**src/rtl/tx_dl_pkg.sv**
```systemverilog
package tx_dl_pkg;

    typedef enum logic {
        LINE_T1 = 1'b0,
        LINE_E1 = 1'b1
    } line_mode_e;

    typedef enum logic [1:0] {
        SRC_OHPORT  = 2'b00,
        SRC_SERIAL  = 2'b01,
        SRC_HDLC    = 2'b10,
        SRC_SERIAL2 = 2'b11
    } dl_src_e;

    typedef enum logic [1:0] {
        DC_IDLE = 2'b00,
        DC_HIGH = 2'b01,
        DC_HELD = 2'b10
    } dc_state_e;

endpackage

```
**src/rtl/tx_dl_pos_ctr.sv**
```systemverilog
module tx_dl_pos_ctr
    import tx_dl_pkg::*;
#(
    parameter int T1_BITS   = 193,
    parameter int T1_FRAMES = 24,
    parameter int E1_BITS   = 256,
    parameter int E1_FRAMES = 2,
    parameter int SA_FIRST  = 3,
    parameter int SA_NUM    = 5
) (
    input  logic              clk,
    input  logic              rst,
    input  logic              bit_stb,
    input  line_mode_e        mode,
    input  logic [SA_NUM-1:0] sa_en,
    output logic              cur_dl,
    output logic              nxt_dl
);

    localparam int BITS_MAX = (T1_BITS > E1_BITS) ? T1_BITS : E1_BITS;
    localparam int FRM_MAX  = (T1_FRAMES > E1_FRAMES) ? T1_FRAMES : E1_FRAMES;
    localparam int BW       = (BITS_MAX > 2) ? $clog2(BITS_MAX) : 1;
    localparam int FW       = (FRM_MAX > 2) ? $clog2(FRM_MAX) : 1;

    logic [BW-1:0] bit_q, bit_n, last_bit;
    logic [FW-1:0] frm_q, frm_n, last_frm;

    function automatic logic slot_hit(input line_mode_e md,
                                      input logic [SA_NUM-1:0] en,
                                      input logic [BW-1:0] b,
                                      input logic [FW-1:0] f);
        logic hit;
        hit = 1'b0;
        if (md == LINE_T1) begin
            hit = (b == '0) && !f[0];
        end else if (f[0]) begin
            for (int k = 0; k < SA_NUM; k++) begin
                if (b == BW'(SA_FIRST + k) && en[k]) hit = 1'b1;
            end
        end
        return hit;
    endfunction

    always_comb begin
        last_bit = (mode == LINE_E1) ? BW'(E1_BITS - 1) : BW'(T1_BITS - 1);
        last_frm = (mode == LINE_E1) ? FW'(E1_FRAMES - 1) : FW'(T1_FRAMES - 1);
        bit_n    = (bit_q == last_bit) ? '0 : bit_q + 1'b1;
        frm_n    = frm_q;
        if (bit_q == last_bit) begin
            frm_n = (frm_q == last_frm) ? '0 : frm_q + 1'b1;
        end
    end

    always_ff @(posedge clk) begin
        if (rst) begin
            bit_q <= '0;
            frm_q <= '0;
        end else if (bit_stb) begin
            bit_q <= bit_n;
            frm_q <= frm_n;
        end
    end

    assign cur_dl = slot_hit(mode, sa_en, bit_q, frm_q);
    assign nxt_dl = slot_hit(mode, sa_en, bit_n, frm_n);

endmodule

```
**src/rtl/tx_dl_demand_fsm.sv**
```systemverilog
module tx_dl_demand_fsm
    import tx_dl_pkg::*;
(
    input  logic clk,
    input  logic rst,
    input  logic bit_stb,
    input  logic port_sel,
    input  logic nxt_dl,
    input  logic oh_in,
    output logic oh_clk,
    output logic oh_bit,
    output logic oh_vld
);

    dc_state_e state_q, state_d;
    logic      cap_q;

    always_comb begin
        state_d = state_q;
        unique case (state_q)
            DC_IDLE: if (port_sel && bit_stb && nxt_dl) state_d = DC_HIGH;
            DC_HIGH: state_d = port_sel ? DC_HELD : DC_IDLE;
            DC_HELD: begin
                if (!port_sel)   state_d = DC_IDLE;
                else if (bit_stb) state_d = nxt_dl ? DC_HIGH : DC_IDLE;
            end
            default: state_d = DC_IDLE;
        endcase
    end

    always_ff @(posedge clk) begin
        if (rst) state_q <= DC_IDLE;
        else     state_q <= state_d;
    end

    always_ff @(posedge clk) begin
        if (rst)                     cap_q <= 1'b0;
        else if (state_q == DC_HIGH) cap_q <= oh_in;
    end

    always_comb begin
        oh_clk = (state_q == DC_HIGH);
        oh_vld = (state_q == DC_HELD);
        oh_bit = cap_q;
    end

endmodule

```
**src/rtl/tx_dl_ovh_insert.sv**
```systemverilog
module tx_dl_ovh_insert
    import tx_dl_pkg::*;
#(
    parameter int T1_BITS   = 193,
    parameter int T1_FRAMES = 24,
    parameter int E1_BITS   = 256,
    parameter int E1_FRAMES = 2,
    parameter int SA_FIRST  = 3,
    parameter int SA_NUM    = 5
) (
    input  logic              clk,
    input  logic              rst,
    input  logic              bit_stb,
    input  logic              mode,
    input  logic [1:0]        dl_src,
    input  logic [SA_NUM-1:0] sa_en,
    input  logic              ser_in,
    input  logic              hdlc_bit,
    input  logic              oh_in,
    output logic              oh_clk,
    output logic              ser_out
);

    line_mode_e line_mode;
    dl_src_e    src;
    logic       cur_dl, nxt_dl;
    logic       oh_bit, oh_vld;
    logic       bit_sel;

    assign line_mode = line_mode_e'(mode);
    assign src       = dl_src_e'(dl_src);

    tx_dl_pos_ctr #(
        .T1_BITS  (T1_BITS),
        .T1_FRAMES(T1_FRAMES),
        .E1_BITS  (E1_BITS),
        .E1_FRAMES(E1_FRAMES),
        .SA_FIRST (SA_FIRST),
        .SA_NUM   (SA_NUM)
    ) u_pos (
        .clk    (clk),
        .rst    (rst),
        .bit_stb(bit_stb),
        .mode   (line_mode),
        .sa_en  (sa_en),
        .cur_dl (cur_dl),
        .nxt_dl (nxt_dl)
    );

    tx_dl_demand_fsm u_dem (
        .clk     (clk),
        .rst     (rst),
        .bit_stb (bit_stb),
        .port_sel(src == SRC_OHPORT),
        .nxt_dl  (nxt_dl),
        .oh_in   (oh_in),
        .oh_clk  (oh_clk),
        .oh_bit  (oh_bit),
        .oh_vld  (oh_vld)
    );

    always_comb begin
        bit_sel = ser_in;
        if (cur_dl) begin
            unique case (src)
                SRC_OHPORT: if (oh_vld) bit_sel = oh_bit;
                SRC_HDLC:   bit_sel = hdlc_bit;
                default:    bit_sel = ser_in;
            endcase
        end
    end

    always_ff @(posedge clk) begin
        if (rst)          ser_out <= 1'b0;
        else if (bit_stb) ser_out <= bit_sel;
    end

endmodule

```
**config.mk**
```make
export PLATFORM = sky130hd
export DESIGN_NAME = tx_dl_ovh_insert
export DESIGN_NICKNAME = d
export VERILOG_FILES = /design/src/rtl/tx_dl_pkg.sv /design/src/rtl/tx_dl_pos_ctr.sv /design/src/rtl/tx_dl_demand_fsm.sv /design/src/rtl/tx_dl_ovh_insert.sv
export SDC_FILE = /design/constraint.sdc
export NUM_CORES = 1
export LEC_CHECK = 0
export BUFFER_PORTS_ARGS = -buffer_cell sky130_fd_sc_hd__buf_2
export CAP_MARGIN = 20
export CORE_MARGIN = 2
export CORE_UTILIZATION = 28
export DETAILED_ROUTE_END_ITERATION = 8
export GPL_ROUTABILITY_DRIVEN = 0
export PLACE_DENSITY = 0.54
export SLEW_MARGIN = 30
export SYNTH_ARGS = -nofsm -noshare
export SYNTH_HDL_FRONTEND = slang
export SYNTH_SLANG_ARGS = --single-unit
export TNS_END_PERCENT = 50
```
**constraint.sdc**
```tcl
create_clock -name clk -period 3.6 [get_ports clk]
set_input_delay 0 -clock clk [delete_from_list [all_inputs] [get_ports clk]]
set_output_delay 0 -clock clk [all_outputs]
set_load 0.01 [all_outputs]
```
==> flow_metrics.tcl, run 1 <==
set metrics [dict create \
    run_status "complete, no violations" \
    hp-class "in -> reg" \
    final.setup.worst_slack_ps 1340 \
    hold-path-cell-count 3 \
    io_pins 16 \
    worst-endpoint-arrival_ps 2410 \
    crit_cells 6 \
    post-synth-top-area-cell "dfxtp_1" \
    synth_edf_count 0 \
    share_of_async_settable_or_async_resettable_flops_after_synthesis_pct 0 \
    power.share.combinational_pct 17.7 \
    detailedPlacementHpwl_um 1790 \
    final.hold.worst_slack_ps 61.8 \
    yosys_register_bits 13 \
    post_cts.resized_instances 0 \
    start_util_pct 29.4 \
    dr.first_iter.drc_count 29 \
    min_period_ps 2260 \
    gr-usage-all-layers_pct 12.2 \
    critical_path_peak_fanout 11 \
    synthesis.area_per_instance_um2 8.35 \
    die_h_um 66.3 \
    path_clk_slew_ps 50 \
    syn-num-nets 148 \
    globalRouteOverflowTotal 0 \
    synthesis_warnings 0 \
    critPathLaunchType "flop" \
    dpl-instance-area_um2 1130 \
    place_ws_ps 1360 \
    critical_path_class "reg -> reg" \
    grt_max_degree 14 \
    metal1_wirelength_um 1250 \
    post_drt_via_cell_ratio 5.14 \
    detail_route.wirelength_um 2410 \
    crit_path_end_kind "flop" \
    yosys-top-cells-area "dfxtp_1 (24%), mux2i_1 (5.5%), ha_1 (4.6%), buf_6 (4.1%), nor2_1 (3.8%)" \
    io_buffer_count 15 \
    crit_slowest_cell "dfxtp_1" \
    fp-row-count 22 \
    net-switching-power_mw 0.0869 \
    syn_inst 130 \
    die_w_um 66.3 \
    cts-root-buf "clkbuf_8" \
    timing.critical_path.required_ps 3740 \
    synth.yosys.seq_area_share_pct 24.0 \
    worstSkewPairLatency_ps 240 \
    synth-main-ff-cell "dfxtp_1" \
    antenna_violating_nets_post_route 0 \
    met3RoutedLength_um 106 \
    mappedNetlistArea_um2 1090 \
    p_seq_share_pct 44.7 \
    grt_pass1_vias 861 \
    power.total_mw 0.339 \
    setup_violations 0 \
    critical-path-max-stage-delay_ps 500 \
    number_of_antenna_violations_at_the_first_check_in_global_routing 0 \
    top_cells_by_instance_count_after_synthesis "dfxtp_1 (13), nor2_1 (11), a21oi_1 (7), inv_1 (7)" \
    finClkSkew_ps 1.08 \
    power.share.switching_pct 25.6 \
    setup_repair_after_global_routing_missed_its_margin "false" \
    worst_pin_slew_ps 392 \
    hold_viol 0 \
    grt_pass1_wl_um 4050 \
    crit_buf_inv 0 \
    total_number_of_vias 956 \
    p_leak_nw 0.458 \
    worst_ir_drop_vdd_uv 150 \
    tritoncts "built" \
    timing.final.crit_share_pct 62.8 \
    count_of_inserted_antenna_diode_cells 0 \
    maximum_buffer_depth_of_the_clock_tree 2 \
    tritoncts_buffer_count 3 \
    final_cell_area_um2 1180 \
    die-area_um2 4390 \
    maxUsedRoutingLayer "met4" \
    met2_wl_post_dr_um 1020 \
    path_cells "ha_1 -> xor2_1 -> mux2i_1 -> o32a_1 -> or3_4 -> a2111oi_4" \
    pwr-share-clk_pct 37.6 \
    wl_per_cell_um 12.9 \
    report.final.slew_viol_count 0 \
    p_per_area_nw_per_um2 286 \
    p_int_mw 0.252 \
    cts.htree.levels 1 \
    worst_path_dominant_cell_family "compound AO/OA/AOI/OAI gates" \
    synthToLayoutAreaGrowth_pct 8.99 \
    cts_num_sinks 13 \
    drive_gt1_share_pct 20.3 \
    max_freq_mhz 442 \
    synth_cell_types 48 \
    core_area_um2 3690 \
    router_iterations_before_antenna_repair 4 \
    max_cap_violations 0 \
    drc 0 \
    final.fill_count 406 \
    ff2ff_path_depth 6 \
    synth_top_cell_area_share_pct 24.0 \
    synth.most_common_cell "dfxtp_1" \
    slew-limit-headroom_pct 73.7 \
    design.final.nets 157 \
    finalSetupTns_ps 0 \
]
==> power by group through the flow <==
stage	Combinational [mW]	Sequential, mW	Clock (mW)
2_1_floorplan	0.0471	0.152	0
3_3_place_gp	0.0591	0.154	0
3_5_place_dp	0.0589	0.154	0
4_1_cts	0.0601	0.151	0.134
5_1_grt	0.0668	0.152	0.142
6_report	0.0601	0.152	0.127
==> cells in the final DEF, fill, tap and decap left out, types with 4 or more instances in the layout <==
cell	count
nand3_1	5
nand2_1	6
nor2_1	11
inv_1	7
ha_1	4
a21oi_1	7
dfxtp_1	13
xor2_1	4
buf_2	15
mux2i_1	6
o21ai_0	6
==> layer usage <==
metal / vias up / global-route usage (%)
li1: 485 / -
met1: 441 / 16.8
met2: 26 / 17.6
met3: 4 / 2.39
met4: 0 / 6.63
met5: - / 0
==> area by class of cell <==
class                      count  area (µm²)  area share [%]
clock buffer                   4        45.0            3.81
tap                           48        60.1            5.07
multi-input combinational     98         707            59.7
sequential                    13         260            22.0
timing repair buffer          16        85.1            7.19
inverter                       7        26.3            2.22
==> kinds of logic after synthesis <==
| family | after synthesis | share of synthesized area, % |
|---|---|---|
| XOR/XNOR | 7 | 5.65 |
| adder cells (fa/ha/maj) | 4 | 4.61 |
| AND/OR/NAND/NOR | 47 | 24.9 |
| AO/OA/AOI/OAI | 33 | 22.4 |
| flip-flops | 13 | 24.0 |
| buffers and inverters | 19 | 10.9 |
| multiplexers | 7 | 7.60 |
==> worst min-delay path, stage by stage <==
cell,delay [ps]
buf_2,90
nor3_1,70
o21a_1,100
==> flip-flops by register name, summed over array words and instances (netlist names) <==
signal,cells
u_dem.state_q,2
u_dem.oh_bit,1
u_pos.frm_q,1
u_pos.bit_q,8
ser_out,1
==> worst paths after layout <==
path / start / to / slack, ps
worst max-delay path: u_pos.bit_q[0]$_SDFFE_PP0P_ / u_dem.state_q[0]$_SDFFE_PP0P_ / 1340
worst min register to register: ser_out$_SDFFE_PP0P_ / ser_out$_SDFFE_PP0P_ / 500
worst max register to register: u_pos.bit_q[0]$_SDFFE_PP0P_ / u_dem.state_q[0]$_SDFFE_PP0P_ / 1340
worst min-delay path: dl_src[1] / u_dem.state_q[1]$_SDFFE_PP0P_ / 60
==> through the flow <==
step / util (%) / instances
6_report: 32.1 / 186
5_1_grt: 32.1 / 186
4_1_cts: 32.1 / 186
3_5_place_dp: 30.6 / 181
3_3_place_gp: 30.6 / 181
2_1_floorplan: - / 130
==> what timing repair did <==
action | 4_1_cts | 5_1_grt
hold endpoints to repair | 1 | 0
hold buffers | 1 | 0
buffers inserted | 0 | 0
Power figures use the tool's default switching activity.
==> run 2, diff against run 1 <==
--- a/config.mk
+++ b/config.mk
@@ -5,13 +5,14 @@
 export SDC_FILE = /design/constraint.sdc
 export NUM_CORES = 1
 export LEC_CHECK = 0
+export ABC_AREA = 1
 export BUFFER_PORTS_ARGS = -buffer_cell sky130_fd_sc_hd__buf_2
 export CAP_MARGIN = 20
 export CORE_MARGIN = 2
 export CORE_UTILIZATION = 28
 export DETAILED_ROUTE_END_ITERATION = 8
 export GPL_ROUTABILITY_DRIVEN = 0
-export PLACE_DENSITY = 0.54
+export PLACE_DENSITY = 0.56
 export SLEW_MARGIN = 30
 export SYNTH_ARGS = -nofsm -noshare
 export SYNTH_HDL_FRONTEND = slang
==> constraint.sdc (replaced) <==
create_clock -name clk -period 1.95 [get_ports clk]
set_input_delay 0 -clock clk [delete_from_list [all_inputs] [get_ports clk]]
set_output_delay 0 -clock clk [all_outputs]
set_load 0.01 [all_outputs]
==> run 2 against run 1 <==
Net effect:
- die area down 12%
- sequential power grew 94%
- sequential share of layout area up 1.5 points
- non-clock buffer count increased by 1
- largest cell class unchanged
- highest routed layer unchanged
==> flow_metrics.tcl, run 2 <==
set metrics [dict create \
    critPathLaunchType "flop" \
    worst_ir_drop_vdd_uv 208 \
    max_cap_violations 0 \
    die_h_um 62.3 \
    router_iterations_before_antenna_repair 4 \
    detailedPlacementHpwl_um 1670 \
    net-switching-power_mw 0.197 \
    min_period_ps 1650 \
    synth_edf_count 0 \
    p_leak_nw 0.510 \
    grt_max_degree 19 \
    io_buffer_count 15 \
    fp-row-count 21 \
    cts_num_sinks 13 \
    finalSetupTns_ps 0 \
    synthToLayoutAreaGrowth_pct 16.4 \
    synthesis_warnings 0 \
    globalRouteOverflowTotal 0 \
    cell_repeated_most_along_the_worst_path "nand2_1" \
    power.share.switching_pct 32.1 \
    worst-endpoint-arrival_ps 1870 \
    ff2ff_path_depth 8 \
    startpoint_of_the_lowest_slack_hold_path "dl_src[1]" \
    synth.yosys.seq_area_share_pct 27.3 \
    hold-path-endpoint "u_dem.state_q[1]$_SDFFE_PP0P_" \
    post-synth-top-area-cell "dfxtp_1" \
    hold-path-cell-count 4 \
    p_per_area_nw_per_um2 552 \
    multi_input_gate_area_um2 598 \
    tritoncts_buffer_count 3 \
    post_drt_via_cell_ratio 4.49 \
    path_cells "ha_1 -> xor2_1 -> nand3_1 -> a21oi_1 -> nand2_1 -> nand2_1 -> nand2_1 -> a21oi_2" \
    setup.reg_to_reg.worst_slack_ps 300 \
    setup_repair_after_global_routing_missed_its_margin "false" \
    syn_inst 149 \
    cts.htree.levels 1 \
    slew-limit-headroom_pct 72.7 \
    run_status "complete, no violations" \
    core_area_um2 3310 \
    largest_register "u_pos.bit_q" \
    crit_slowest_cell "dfxtp_1" \
    p_seq_share_pct 48.2 \
    setup_violations 0 \
    top_cells_by_instance_count_after_synthesis "nand2_1 (30), nor2_1 (18), a21oi_1 (16), inv_1 (16), dfxtp_1 (13)" \
    crit_path_end_kind "flop" \
    report.final.slew_viol_count 0 \
    yosys_register_bits 13 \
    regArea_um2 260 \
    drive_gt1_share_pct 18.7 \
    pwr-share-clk_pct 28.6 \
    syn-num-nets 167 \
    post_cts.repair.setup_buffers 0 \
    layout_commonest_cell "nand2_1" \
    hold_viol 0 \
    synth_top_cell_area_share_pct 27.3 \
    share_of_async_settable_or_async_resettable_flops_after_synthesis_pct 0 \
    count_of_inserted_antenna_diode_cells 0 \
    critical-path-max-stage-delay_ps 450 \
    design.final.nets 185 \
    reg2reg_to "u_dem.state_q[0]$_SDFFE_PP0P_" \
    yosys-top-cells-area "dfxtp_1 (27%), nand2_1 (12%), a21oi_1 (8.4%), nor2_1 (7.1%), o21ai_0 (6.3%)" \
    power.total_mw 0.612 \
    io_pins 16 \
    wl_per_cell_um 9.98 \
    dr.first_iter.drc_count 58 \
    tritoncts "built" \
    die-area_um2 3880 \
    critical_path_class "reg -> reg" \
    die_w_um 62.3 \
    grt_pass1_wl_um 3750 \
    timing.final.crit_share_pct 84.6 \
    largest_register_ff_count 8 \
    max_freq_mhz 606 \
    detail_route.wirelength_um 2120 \
    synth-main-ff-cell "dfxtp_1" \
    antenna_violating_nets_post_route 0 \
    finClkSkew_ps 3.80 \
    mappedNetlistArea_um2 952 \
    start_util_pct 28.8 \
    reg2reg_from "u_pos.bit_q[0]$_SDFFE_PP0P_" \
    maximum_buffer_depth_of_the_clock_tree 2 \
    critical_path_peak_fanout 7 \
    cts-root-buf "clkbuf_4" \
    synthesis.area_per_instance_um2 6.39 \
    number_of_antenna_violations_at_the_first_check_in_global_routing 0 \
    grt_pass1_vias 898 \
    timing.critical_path.required_ps 2170 \
    worst_pin_slew_ps 407 \
    synth_cell_types 26 \
    leading_registers_by_flop_count "u_pos.bit_q (8), u_dem.state_q (2)" \
    drc 0 \
    most-common-layout-cells "nand2_1 (30), nor2_1 (18), inv_1 (16), a21oi_1 (16), buf_2 (15)" \
    hp-class "in -> reg" \
    path_clk_slew_ps 90 \
    final.fill_count 385 \
    total_number_of_vias 951 \
    synth.most_common_cell "nand2_1" \
    gr-usage-all-layers_pct 12.0 \
    p_int_mw 0.415 \
    worstSkewPairLatency_ps 280 \
    power.share.combinational_pct 23.2 \
]
run 2: worst max path at each step:
stage                                      startpoint                            end  slack (ps)  cells after the start
after CTS                 u_pos.bit_q[0]$_SDFFE_PP0P_  u_dem.state_q[0]$_SDFFE_PP0P_         300                      8
after detailed placement  u_pos.bit_q[0]$_SDFFE_PP0P_  u_dem.state_q[0]$_SDFFE_PP0P_         330                      8
after floorplan           u_pos.bit_q[0]$_SDFFE_PP0P_  u_dem.state_q[0]$_SDFFE_PP0P_         500                      8
final                     u_pos.bit_q[0]$_SDFFE_PP0P_  u_dem.state_q[0]$_SDFFE_PP0P_         300                      8
after global routing      u_pos.bit_q[0]$_SDFFE_PP0P_  u_dem.state_q[0]$_SDFFE_PP0P_         120                      8
after global placement    u_pos.bit_q[0]$_SDFFE_PP0P_  u_dem.state_q[0]$_SDFFE_PP0P_         330                      8
run 2: metrics by stage:
stage | std cells | hold WS (ps) | setup slack [ps] | area, µm² | utilization, %
after global routing | 212 | 44.2 | 124 | 1110 | 33.5
after floorplan | 149 | 69.1 | 496 | 952 | -
after CTS | 212 | 17.0 | 295 | 1110 | 33.5
final | 212 | 32.9 | 299 | 1110 | 33.5
after detailed placement | 206 | 174 | 326 | 1060 | 32.1
after global placement | 206 | 175 | 326 | 1060 | 32.1
run 2: routing by layer:
layer / vias up / wire length, µm / global-route usage, %
met3: 2 / 40 / 1.63
li1: 518 / - / -
met1: 423 / 1050 / 15.5
met2: 8 / 1010 / 19.6
met5: - / 0 / 0
met4: 0 / 19 / 5.83
run 2: what timing repair did:
action	CTS	global route
hold buffers	2	0
gates resized for setup	0	0
hold endpoints to repair	2	0
run 2: cells by family after synthesis:
kind of cell | count (synthesis) | synth area share (%)
fa+ha+maj | 4 | 5.26
xor+xnor | 4 | 3.68
buf+inv | 23 | 9.86
flops | 13 | 27.3
simple gates | 72 | 35.2
compound gates | 33 | 18.7
run 2: power by group through the flow:
stage          clock [mW]  combinational (mW)  sequential [mW]
2_1_floorplan           0               0.101            0.298
3_3_place_gp            0               0.141            0.300
3_5_place_dp            0               0.140            0.301
4_1_cts             0.185               0.143            0.295
5_1_grt             0.197               0.163            0.298
6_report            0.175               0.142            0.295
run 2: final cells by class:
| type | count | share of cell area (%) |
|---|---|---|
| well taps | 46 | 5.19 |
| clock buffers | 4 | 2.37 |
| multi-input cells | 113 | 54.0 |
| repair buffers | 17 | 8.58 |
| inverters | 19 | 6.43 |
| flip-flops and latches | 13 | 23.5 |
run 2: critical path, delay by kind of cell (launching register included):
| family | cells | cell delay [ps] |
|---|---|---|
| xor+xnor | 1 | 340 |
| simple gates | 4 | 300 |
| flops | 1 | 450 |
| fa+ha+maj | 1 | 260 |
| compound gates | 2 | 230 |
==> run 3, diff against run 2 <==
--- a/config.mk
+++ b/config.mk
@@ -12,7 +12,7 @@
 export CORE_UTILIZATION = 28
 export DETAILED_ROUTE_END_ITERATION = 8
 export GPL_ROUTABILITY_DRIVEN = 0
-export PLACE_DENSITY = 0.56
+export PLACE_DENSITY = 0.54
 export SLEW_MARGIN = 30
 export SYNTH_ARGS = -nofsm -noshare
 export SYNTH_HDL_FRONTEND = slang
==> constraint.sdc (replaced) <==
create_clock -name clk -period 1.65 [get_ports clk]
set_input_delay 0 -clock clk [delete_from_list [all_inputs] [get_ports clk]]
set_output_delay 0 -clock clk [all_outputs]
set_load 0.01 [all_outputs]
==> run 3 against run 2 <==
Net effect:
- sequential share of layout area is 1.1 points lower
- count of clock-buffer cells in the layout stayed put
- critical path depth is 1 higher
- sequential cell count stayed put
- largest power group unchanged
- largest cell class unchanged
==> flow_metrics.tcl, run 3 (synthesized netlist as in run 2, its figures left out) <==
set metrics [dict create \
    run_status "complete, no violations" \
    gr-usage-all-layers_pct 12.4 \
    ff2ff_path_depth 9 \
    count_of_inserted_antenna_diode_cells 0 \
    tritoncts "built" \
    fp-row-count 21 \
    hp-class "in -> reg" \
    worst_pin_slew_ps 323 \
    detailedPlacementHpwl_um 1800 \
    path_cells "ha_1 -> nand2_1 -> a21oi_1 -> nand3_1 -> nand2_1 -> nand2_1 -> nand2_1 -> nand3_1 -> a21oi_1" \
    grt_max_degree 19 \
    dr.first_iter.drc_count 55 \
    router_iterations_before_antenna_repair 4 \
    most-common-layout-cells "nand2_1 (30), inv_1 (16), nor2_1 (16), a21oi_1 (16), buf_2 (15)" \
    max_freq_mhz 665 \
    post_cts.repair.setup_buffers 0 \
    timing.critical_path.required_ps 1860 \
    total_number_of_vias 995 \
    design.final.nets 189 \
    finalSetupTns_ps 0 \
    worstSkewPairLatency_ps 290 \
    antenna_violating_nets_post_route 0 \
    min_period_ps 1500 \
    place_ws_ps 55.9 \
    critical-path-max-stage-delay_ps 410 \
    final.setup.worst_slack_ps 147 \
    largest_register_ff_count 8 \
    post_drt_via_cell_ratio 4.61 \
    final.fill_count 387 \
    detail_route.wirelength_um 2290 \
    worst_ir_drop_vdd_uv 178 \
    grt_pass1_vias 868 \
    start_util_pct 28.8 \
    core_area_um2 3310 \
    die_w_um 62.3 \
    slew-limit-headroom_pct 78.5 \
    power.total_mw 0.752 \
    cts-root-buf "clkbuf_4" \
    drive_gt1_share_pct 23.5 \
    final.hold.worst_slack_ps 42.3 \
    setup_violations 0 \
    synthToLayoutAreaGrowth_pct 22.9 \
    crit_slowest_cell "dfxtp_1" \
    critPathLaunchType "flop" \
    tritoncts_buffer_count 3 \
    p_leak_nw 0.543 \
    io_pins 16 \
    cts_num_sinks 13 \
    setup_repair_after_global_routing_missed_its_margin "false" \
    leading_registers_by_flop_count "u_pos.bit_q (8), u_dem.state_q (2)" \
    largest_register "u_pos.bit_q" \
    crit_path_end_kind "flop" \
    p_per_area_nw_per_um2 643 \
    io_buffer_count 15 \
    grt_pass1_wl_um 3920 \
    path_clk_slew_ps 100 \
    timing.final.crit_share_pct 91.1 \
    report.final.slew_viol_count 0 \
    worst-endpoint-arrival_ps 1710 \
    cell_repeated_most_along_the_worst_path "nand2_1" \
    cts.htree.levels 1 \
    finClkSkew_ps 18.2 \
    die_h_um 62.3 \
    max_cap_violations 0 \
    hold_viol 0 \
    die-area_um2 3880 \
    globalRouteOverflowTotal 0 \
    wl_per_cell_um 10.6 \
    hold-path-cell-count 4 \
    critical_path_class "reg -> reg" \
    number_of_antenna_violations_at_the_first_check_in_global_routing 0 \
    maximum_buffer_depth_of_the_clock_tree 2 \
    critical_path_peak_fanout 5 \
    drc 0 \
    layout_commonest_cell "nand2_1" \
]
## run 3: cell type report
type	count	area, µm²	share of cell area [%]
inverter	19	71.3	6.10
timing repair buffer	21	125	10.7
tap	46	57.6	4.92
clock buffer	4	26.3	2.25
sequential	13	262	22.4
multi-input combinational	113	628	53.7
## run 3: repair_timing
action / 4_1_cts / 5_1_grt
endpoints found under the hold margin: 2 / 0
hold buffers: 2 / 0
resized for setup: 0 / 6
setup endpoints to repair: 0 / 2
## run 3: worst max-delay path: cells and delay by family, from the launching register on
kind,cells,cell delay (ps)
AND/OR/NAND/NOR,6,430
flip-flops,1,410
AO/OA/AOI/OAI,2,300
adder cells (fa/ha/maj),1,280
## run 3: path summary, 6_finish.rpt
check                                   start  slack [ps]                             to
setup reg to reg  u_pos.bit_q[1]$_SDFFE_PP0P_         150           ser_out$_SDFFE_PP0P_
hold / removal                      dl_src[1]          40  u_dem.state_q[1]$_SDFFE_PP0P_
hold reg to reg          ser_out$_SDFFE_PP0P_         460           ser_out$_SDFFE_PP0P_
setup / recovery  u_pos.bit_q[1]$_SDFFE_PP0P_         150           ser_out$_SDFFE_PP0P_
## run 3: metrics by stage
stage | cell area (µm²) | std cells | utilization, %
final | 1170 | 216 | 35.3
after detailed placement | 1090 | 210 | 33.0
after floorplan | 952 | 149 | -
after global routing | 1170 | 216 | 35.3
after CTS | 1140 | 216 | 34.4
after global placement | 1090 | 210 | 33.0
## run 3: metal layers
metal | vias to the layer above | track usage (%) | wire length (µm)
met1 | 448 | 17.5 | 1160
met4 | 0 | 5.00 | 38
met3 | 4 | 1.09 | 28
li1 | 532 | - | -
met2 | 11 | 19.6 | 1060
met5 | - | 0 | 0
## run 3: power by group
part           internal, mW  total (mW)  leakage, nW  switching [mW]
clock network        0.0937       0.211       0.0150           0.117
logic                0.0838       0.195        0.421           0.111
registers             0.329       0.347        0.107          0.0173
